`src/rtl/itmr_pkg.sv`:
```
package itmr_pkg;
    typedef enum logic {
        ST_QUIET = 1'b0,
        ST_FIRED = 1'b1
    } itmr_state_e;
endpackage

```
`src/rtl/itmr_prescaler.sv`:
```
module itmr_prescaler #(
    parameter int CYC_PER_MS = 50000
) (
    input  logic clk,
    input  logic rst_n,
    input  logic restart,
    output logic ms_tick
);
    localparam int PW = (CYC_PER_MS > 1) ? $clog2(CYC_PER_MS) : 1;
    localparam logic [PW-1:0] LAST = PW'(CYC_PER_MS - 1);

    logic [PW-1:0] psc_q;

    assign ms_tick = (psc_q == LAST);

    always_ff @(posedge clk or negedge rst_n) begin
        if (!rst_n) begin
            psc_q <= '0;
        end else if (restart || ms_tick) begin
            psc_q <= '0;
        end else begin
            psc_q <= psc_q + 1'b1;
        end
    end
endmodule

```
`src/rtl/itmr_period_cnt.sv`:
```
module itmr_period_cnt #(
    parameter int RELOAD_W = 9
) (
    input  logic                clk,
    input  logic                rst_n,
    input  logic                load,
    input  logic [RELOAD_W-1:0] load_val,
    input  logic                ms_tick,
    output logic                expire
);
    logic [RELOAD_W-1:0] reload_q;
    logic [RELOAD_W-1:0] elapsed_q;
    logic                at_end;

    assign at_end = (elapsed_q == reload_q);
    assign expire = ms_tick && at_end && !load;

    always_ff @(posedge clk or negedge rst_n) begin
        if (!rst_n) begin
            reload_q <= '0;
        end else if (load) begin
            reload_q <= load_val;
        end
    end

    always_ff @(posedge clk or negedge rst_n) begin
        if (!rst_n) begin
            elapsed_q <= '0;
        end else if (load) begin
            elapsed_q <= '0;
        end else if (ms_tick) begin
            elapsed_q <= at_end ? '0 : elapsed_q + 1'b1;
        end
    end
endmodule

```
`src/rtl/itmr_ctrl.sv`:
```
module itmr_ctrl
    import itmr_pkg::*;
(
    input  logic clk,
    input  logic rst_n,
    input  logic reload_we,
    input  logic count_re,
    input  logic expire,
    output logic irq
);
    itmr_state_e state_q, state_d;

    always_ff @(posedge clk or negedge rst_n) begin
        if (!rst_n) begin
            state_q <= ST_QUIET;
        end else begin
            state_q <= state_d;
        end
    end

    always_comb begin
        state_d = state_q;
        unique case (state_q)
            ST_QUIET: begin
                if (reload_we) begin
                    state_d = ST_QUIET;          // T_RELOAD
                end else if (expire) begin
                    state_d = ST_FIRED;          // T_EXPIRE
                end
            end
            ST_FIRED: begin
                if (reload_we) begin
                    state_d = ST_QUIET;          // T_RELOAD
                end else if (expire) begin
                    state_d = ST_FIRED;          // T_REARM
                end else if (count_re) begin
                    state_d = ST_QUIET;          // T_ACK
                end
            end
            default: state_d = ST_QUIET;
        endcase
    end

    always_comb begin
        irq = (state_q == ST_FIRED);
    end
endmodule

```
`src/rtl/interval_timer.sv`:
```
module interval_timer #(
    parameter int CYC_PER_MS = 50000,
    parameter int RELOAD_W   = 9,
    parameter int DATA_W     = 32
) (
    input  logic              clk,
    input  logic              rst_n,
    input  logic              reload_we,
    input  logic [DATA_W-1:0] reload_wdata,
    input  logic              count_re,
    output logic [DATA_W-1:0] count_rdata,
    output logic              tick_irq
);
    logic ms_tick;
    logic expire;

    assign count_rdata = '0;

    itmr_prescaler #(.CYC_PER_MS(CYC_PER_MS)) u_psc (
        .clk     (clk),
        .rst_n   (rst_n),
        .restart (reload_we),
        .ms_tick (ms_tick)
    );

    itmr_period_cnt #(.RELOAD_W(RELOAD_W)) u_per (
        .clk      (clk),
        .rst_n    (rst_n),
        .load     (reload_we),
        .load_val (reload_wdata[RELOAD_W-1:0]),
        .ms_tick  (ms_tick),
        .expire   (expire)
    );

    itmr_ctrl u_ctrl (
        .clk       (clk),
        .rst_n     (rst_n),
        .reload_we (reload_we),
        .count_re  (count_re),
        .expire    (expire),
        .irq       (tick_irq)
    );
endmodule

```
`config.mk`:
```
export PLATFORM = sky130hd
export DESIGN_NAME = interval_timer
export DESIGN_NICKNAME = d
export VERILOG_FILES = /design/src/rtl/itmr_pkg.sv /design/src/rtl/itmr_prescaler.sv /design/src/rtl/itmr_period_cnt.sv /design/src/rtl/itmr_ctrl.sv /design/src/rtl/interval_timer.sv
export SDC_FILE = /design/constraint.sdc
export NUM_CORES = 1
export LEC_CHECK = 0
export BUFFER_PORTS_ARGS = -buffer_cell sky130_fd_sc_hd__buf_4
export CORE_AREA = 2 2 95 97
export DETAILED_ROUTE_END_ITERATION = 7
export DIE_AREA = 0 0 97 99
export PLACE_DENSITY = 0.42
export SETUP_SLACK_MARGIN = 0.15
export SYNTH_ARGS = -nofsm -noshare
export SYNTH_HDL_FRONTEND = slang
export SYNTH_SLANG_ARGS = --single-unit
```
`constraint.sdc`:
```
create_clock -name clk -period 1.7 [get_ports clk]
set_input_delay 0.085 -clock clk [delete_from_list [all_inputs] [get_ports clk]]
set_output_delay 0.085 -clock clk [all_outputs]
set_load 0.01 [all_outputs]
```
==> run_results.csv, run 1 <==
group,metric,value,unit
logic_synthesis,yosysTopAreaCell,"dfrtp_1",
logic_synthesis,synthXorXnorAreaFrac,0.0754,
routing,drt-total-wl,4130,um
floorplanning,design.die.area,9600,um2
grt,antenna_found_initial,0,
min_path,hp-class,"primary input to flop",
routing,dr.first_iter.drc_count,51,
timing,finalClockSkew,5.54,ps
final_layout,layout_commonest_cell,"buf_4",
logic_synthesis,ys_warn_count,0,
power_and_ir_drop,power,1.72,mW
min_path,holdPathStages,2,
timing,fmax,0.598,GHz
critical_path,worstSetupEndpointType,"flop",
logic_synthesis,synth-edff-count,0,
final_layout,area_growth_syn_to_layout,25.1,%
clock_network,clkTransAtPathRegs,70,ps
power_and_ir_drop,ir_worst_vdd,0.307,mV
clock_network,clk_path_buf_depth,2,
logic_synthesis,async_flop_share,1.00,
routing,wl_met1,2010,um
timing,maxSlewViolCount,0,
floorplanning,ios,69,
floorplanning,die_y,99,um
timing,rsz0062_at_grt,"true",
floorplanning,initial_core_util,0.245,
logic_synthesis,synth_adder_area_share,0.0120,
logic_synthesis,yosysSeqAreaShare,0.419,
logic_synthesis,dominantRegCellSynth,"dfrtp_1",
routing,wl_met2,1920,um
power_and_ir_drop,p_per_area,656,nW/um2
placement,place_congestion,0.694,
min_path,worstHoldStart,"reload_wdata[8]",
power_and_ir_drop,combPwrFrac,0.093,
final_layout,drive_gt1_frac,0.339,
clock_network,clkLatencyLatePin,290,ps
logic_synthesis,synth.distinct_cells,45,
clock_network,h-tree-depth,2,
routing,drc,0,
final_layout,final_util,0.306,
critical_path,ff2ff_path_depth,6,
power_and_ir_drop,p_sw,0.418,mW
placement,post-dp-hpwl,2950,um
critical_path,reg2reg_from,"u_psc.psc_q[13]$_DFF_PN0_",
logic_synthesis,syn_avg_cell_area,10.2,um2
timing,min_period,1670,ps
timing,hold_violations,0,
final_layout,num-fill-cells,905,
min_path,worstHoldEndpoint,"u_per.reload_q[8]$_DFFE_PN0P_",
critical_path,cp_data_required_time,1920,ps
clock_network,cts_tree,"yes",
routing,routed.top_layer,"met4",
critical_path,crit_buf_inv,2,
routing,antenna_left,0,
critical_path,r2r_end,"u_per.elapsed_q[0]$_DFFE_PN0N_",
timing,fin_ws,27.2,ps
grt,grt_pass1_vias,1441,
clock_network,cts-root-buf,"clkbuf_8",
grt,grt_start_max_net_pins,36,
critical_path,worstPathArrival,1890,ps
power_and_ir_drop,p_sw_frac,0.244,
logic_synthesis,synth_compound_area_frac,0.0539,
grt,grt-ovfl-total,0,
critical_path,critPathTopFamily,"simple AND/OR/NAND/NOR gates",
critical_path,path_class,"flop to flop",
final_layout,mostFrequentLayoutCells,"buf_4 (40), dfrtp_1 (35), conb_1 (32)",
clock_network,cts_made_buffers,5,
logic_synthesis,synth_top_family_by_area,"simple AND/OR/NAND/NOR gates",
logic_synthesis,ys_seq_elements,35,
routing,wl_met3,162,um
logic_synthesis,synth-simple-area-share,0.207,
timing,hold_ws,29.9,ps
floorplanning,fp.dieW,97,um
power_and_ir_drop,pwr-share-clk,0.394,
critical_path,cp.depth,6,
final_layout,antenna_cells,0,
logic_synthesis,yosys.area.top_type_share,0.419,
grt,grt_pass1_wl,7110,um
critical_path,crit_path_start,"u_psc.psc_q[13]$_DFF_PN0_",
placement,port_buffers,13,
routing,first_pass_iters,4,
critical_path,r2r_setup_slack,30,ps
clock_network,cts.sinks,35,
logic_synthesis,postSynthCellCount,205,
logic_synthesis,syn-cell-area,2090,um2
placement,dp_slack,-87.6,ps
grt,grt.total_usage,0.0931,
floorplanning,core,8550,um2
routing,detail_route.wl_per_cell,11.6,um
critical_path,max_stage_delay,400,ps
routing,vias_per_cell,4.13,
power_and_ir_drop,internal_power,1.30,mW
critical_path,path_max_fanout,5,
critical_path,critPathSlowestCell,"dfrtp_1",
run_status,run_status,"finished clean",
timing,setup_viol,0,
timing,fin_crit_sh,0.984,
power_and_ir_drop,leakage,1.21,nW
critical_path,start_kind,"flop",
final_layout,finalNetCount,285,
logic_synthesis,yosys-top-cells-area,"dfrtp_1 (42%), buf_4 (12%), xnor2_1 (5.4%)",
critical_path,path_cells,"nor4bb_2 > buf_4 > nand4_4 > buf_12 > or3_1 > o21ai_2",
logic_synthesis,muxShareOfSynthArea,0.0820,
run,maxCapViolCount,0,
power_and_ir_drop,seqPwrFrac,0.512,
routing,via_count,1469,
floorplanning,row_count,34,
[cells by family after synthesis]
family / Yosys count
adder cells (fa/ha/maj): 2
buffers and inverters: 47
other: 1
multiplexers: 16
AND/OR/NAND/NOR: 69
XOR/XNOR: 18
AO/OA/AOI/OAI: 17
flip-flops: 35
[final cells by class]
cell class,count,area [um2],area share
Clock buffer,8,100,0.0383
Multi-Input combinational cell,154,1090,0.419
Timing Repair Buffer,48,398,0.152
Sequential cell,35,876,0.335
Tap cell,108,135,0.0517
Inverter,3,11.3,0.00431
[repair_timing]
action | in CTS | in global routing
hold endpoints to repair | 35 | 0
resized for setup | 8 | 6
hold buffers | 1 | 0
setup buffers | 4 | 2
setup endpoints to repair | 25 | 25
pin swaps | 10 | 2
[sequential cells by signal, summed over array words and instances, names as in the netlist]
signal / cells
u_ctrl.irq: 1
u_per.elapsed_q: 9
u_per.reload_q: 9
u_psc.psc_q: 16
[stage by stage]
step           area [um2]  setup TNS, ps  cells
2_1_floorplan        2250              0    236
3_3_place_gp         2390          -75.8    341
3_5_place_dp         2390           -322    341
4_1_cts              2570              0    354
5_1_grt              2620          -1210    356
6_report             2620              0    356
[power groups by stage]
| stage | combinational (mW) | clock, mW | sequential, mW |
|---|---|---|---|
| detailed placement | 0.158 | 0 | 0.895 |
| finish | 0.160 | 0.677 | 0.878 |
| CTS | 0.161 | 0.714 | 0.879 |
| global placement | 0.158 | 0 | 0.894 |
| global route | 0.181 | 0.757 | 0.882 |
| floorplan | 0.155 | 0 | 0.890 |
[cells in the mapped netlist, types with 2 or more instances]
library cell and count:
nand4_1 7, nand4_2 2, o31ai_1 2, or3_1 2, ha_1 2, xor2_1 5
buf_4 33, a31oi_1 3, mux2i_1 7, clkbuf_1 5, and4_1 2, nor4_1 7
buf_1 2, a21oi_1 5, mux2_2 9, and3_1 5, nand2_1 7, nand3_1 5
xnor2_1 13, dfrtp_1 35, buf_2 3, o21ai_0 3, nand3b_1 2, inv_1 3
nor2_1 16
[worst max-delay path by stage]
stage                                      to  slack, ps
6_report       u_per.elapsed_q[0]$_DFFE_PN0N_         30
5_1_grt        u_per.elapsed_q[6]$_DFFE_PN0N_       -140
4_1_cts        u_per.elapsed_q[4]$_DFFE_PN0N_          4
3_5_place_dp   u_per.elapsed_q[6]$_DFFE_PN0N_        -90
3_3_place_gp   u_per.elapsed_q[6]$_DFFE_PN0N_        -30
2_1_floorplan       u_psc.psc_q[12]$_DFF_PN0_        110
[worst register-to-register path: cells and delay by family, from the launching register on]
kind	cells	cell delay, ps
buffers and inverters	2	350
flip-flops	1	400
AO/OA/AOI/OAI	1	110
AND/OR/NAND/NOR	3	750
[layer usage]
metal / global-route usage / vias up
met5: 0 / -
met1: 0.130 / 692
met2: 0.139 / 31
met4: 0.0260 / 0
met3: 0.0284 / 5
li1: - / 741
No activity file was read; power rests on OpenSTA's default activity.
==> run 2, diff against run 1 <==
--- a/config.mk
+++ b/config.mk
@@ -7,6 +7,7 @@
 export LEC_CHECK = 0
 export BUFFER_PORTS_ARGS = -buffer_cell sky130_fd_sc_hd__buf_4
 export CORE_AREA = 2 2 95 97
+export CTS_BUF_LIST = sky130_fd_sc_hd__clkbuf_8
 export DETAILED_ROUTE_END_ITERATION = 7
 export DIE_AREA = 0 0 97 99
 export PLACE_DENSITY = 0.42
==> run_results.csv, run 2 (same netlist as run 1, synthesis figures left out) <==
group,metric,value,unit
final_layout,layout_commonest_cell,"buf_4",
routing,detail_route.wl_per_cell,11.6,um
grt,grt_util_met3,0.0284,
timing,hold_violations,0,
grt,met1_usage,0.130,
timing,min_period,1670,ps
final_layout,antenna_cells,0,
clock_network,clkLatencyLatePin,290,ps
placement,place_area,2390,um2
min_path,hp-class,"primary input to flop",
timing,fin_crit_sh,0.984,
final_layout,num-fill-cells,905,
final_layout,drive_gt1_frac,0.339,
power_and_ir_drop,p_per_area,654,nW/um2
clock_network,cts_tree,"yes",
min_path,worstHoldStart,"reload_wdata[8]",
routing,antenna_left,0,
grt,grt_pass1_vias,1441,
grt,use_met2,0.139,
placement,place_congestion,0.694,
grt,antenna_found_initial,0,
critical_path,ff2ff_path_depth,6,
critical_path,path_max_fanout,5,
grt,grt.total_usage,0.0931,
floorplanning,initial_core_util,0.245,
critical_path,r2r_end,"u_per.elapsed_q[0]$_DFFE_PN0N_",
routing,drc,0,
placement,post-dp-hpwl,2950,um
final_layout,area_growth_syn_to_layout,25.1,%
routing,via_count,1469,
final_layout,largestRegisters,"u_psc.psc_q: 16 flops, u_per.elapsed_q: 9 flops, u_per.reload_q: 9 flops",
timing,maxSlewViolCount,0,
floorplanning,design.die.area,9600,um2
clock_network,h-tree-depth,2,
timing,finalClockSkew,5.54,ps
grt,grt-busiest-layer,"met2",
run_status,run_status,"finished clean",
critical_path,cp_data_required_time,1920,ps
grt,grt_pass1_wl,7110,um
clock_network,clkTransAtPathRegs,70,ps
routing,drt-total-wl,4130,um
critical_path,endpoint,"u_per.elapsed_q[0]$_DFFE_PN0N_",
routing,vias_per_cell,4.13,
power_and_ir_drop,leakage,1.22,nW
final_layout,fin_area,2620,um2
clock_network,clk_path_buf_depth,2,
clock_network,cts.sinks,35,
floorplanning,die_y,99,um
final_layout,finalNetCount,285,
power_and_ir_drop,power,1.71,mW
critical_path,worstSetupEndpointType,"flop",
critical_path,start_kind,"flop",
routing,first_pass_iters,4,
placement,port_buffers,13,
floorplanning,row_count,34,
clock_network,cts-root-buf,"clkbuf_8",
timing,rsz0062_at_grt,"true",
critical_path,worstPathArrival,1890,ps
power_and_ir_drop,ir_worst_vdd,0.308,mV
critical_path,path_class,"flop to flop",
routing,dr.first_iter.drc_count,51,
timing,setup_viol,0,
critical_path,reg2reg_from,"u_psc.psc_q[13]$_DFF_PN0_",
floorplanning,fp.dieW,97,um
final_layout,largest_reg_flops,16,
grt,grt_start_max_net_pins,36,
final_layout,top_register,"u_psc.psc_q",
run,maxCapViolCount,0,
critical_path,r2r_setup_slack,30,ps
floorplanning,ios,69,
timing,fmax,0.598,GHz
floorplanning,core,8550,um2
grt,grt-ovfl-total,0,
clock_network,cts_made_buffers,5,
critical_path,crit_path_start,"u_psc.psc_q[13]$_DFF_PN0_",
final_layout,mostFrequentLayoutCells,"buf_4 (40), dfrtp_1 (35), conb_1 (32)",
## run 2: stage by stage
stage	utilization	cells	hold slack, ps	worst slack, ps	setup TNS, ps
2_1_floorplan	-	236	-211	108	0
3_3_place_gp	0.279	341	79.8	-30.3	-75.8
3_5_place_dp	0.279	341	82.9	-87.6	-322
4_1_cts	0.301	354	16.8	3.82	0
5_1_grt	0.306	356	24.3	-141	-1210
6_report	0.306	356	29.5	27.6	0
## run 2: final cells by class
type	instances	area [um2]	area share
Sequential cell	35	876	0.335
Clock inverter	1	3.75	0.00144
Inverter	3	11.3	0.00431
Clock buffer	7	96.3	0.0368
Multi-Input combinational cell	154	1090	0.419
Tap cell	108	135	0.0517
Timing Repair Buffer	48	398	0.152
## run 2: critical path: stages (launching register included)
cell      delay (ps)
dfrtp_1          400
nor4bb_2         280
buf_4            160
nand4_4          150
buf_12           180
or3_1            320
o21ai_2          110
## run 2: power breakdown
part | switching (mW) | leakage [nW] | internal, mW
sequential | 0.0188 | 0.466 | 0.860
combinational | 0.0930 | 0.696 | 0.0673
clock | 0.307 | 0.0557 | 0.364
## run 2: metal layers
metal  share of wire  routed length, um
met3           0.039                162
met1            0.49               2010
met4          0.0090                 37
met2            0.46               1920
met5               0                  0
## run 2: how the worst min path moves through the flow
stage / end / slack [ps] / cells after the start
2_1_floorplan: u_ctrl.irq$_DFF_PN0_ / -210 / 0
3_3_place_gp: u_psc.psc_q[9]$_DFF_PN0_ / 80 / 1
3_5_place_dp: u_psc.psc_q[9]$_DFF_PN0_ / 80 / 1
4_1_cts: u_per.reload_q[0]$_DFFE_PN0P_ / 20 / 2
5_1_grt: u_per.reload_q[5]$_DFFE_PN0P_ / 20 / 2
6_report: u_per.reload_q[8]$_DFFE_PN0P_ / 30 / 2
## run 2: timing repair
action                     CTS  global route
gates resized for setup      8             6
hold buffers                 1             0
setup endpoints to repair   25            25
setup buffers                4             2
hold endpoints to repair    35             0
pin swaps                   10             2
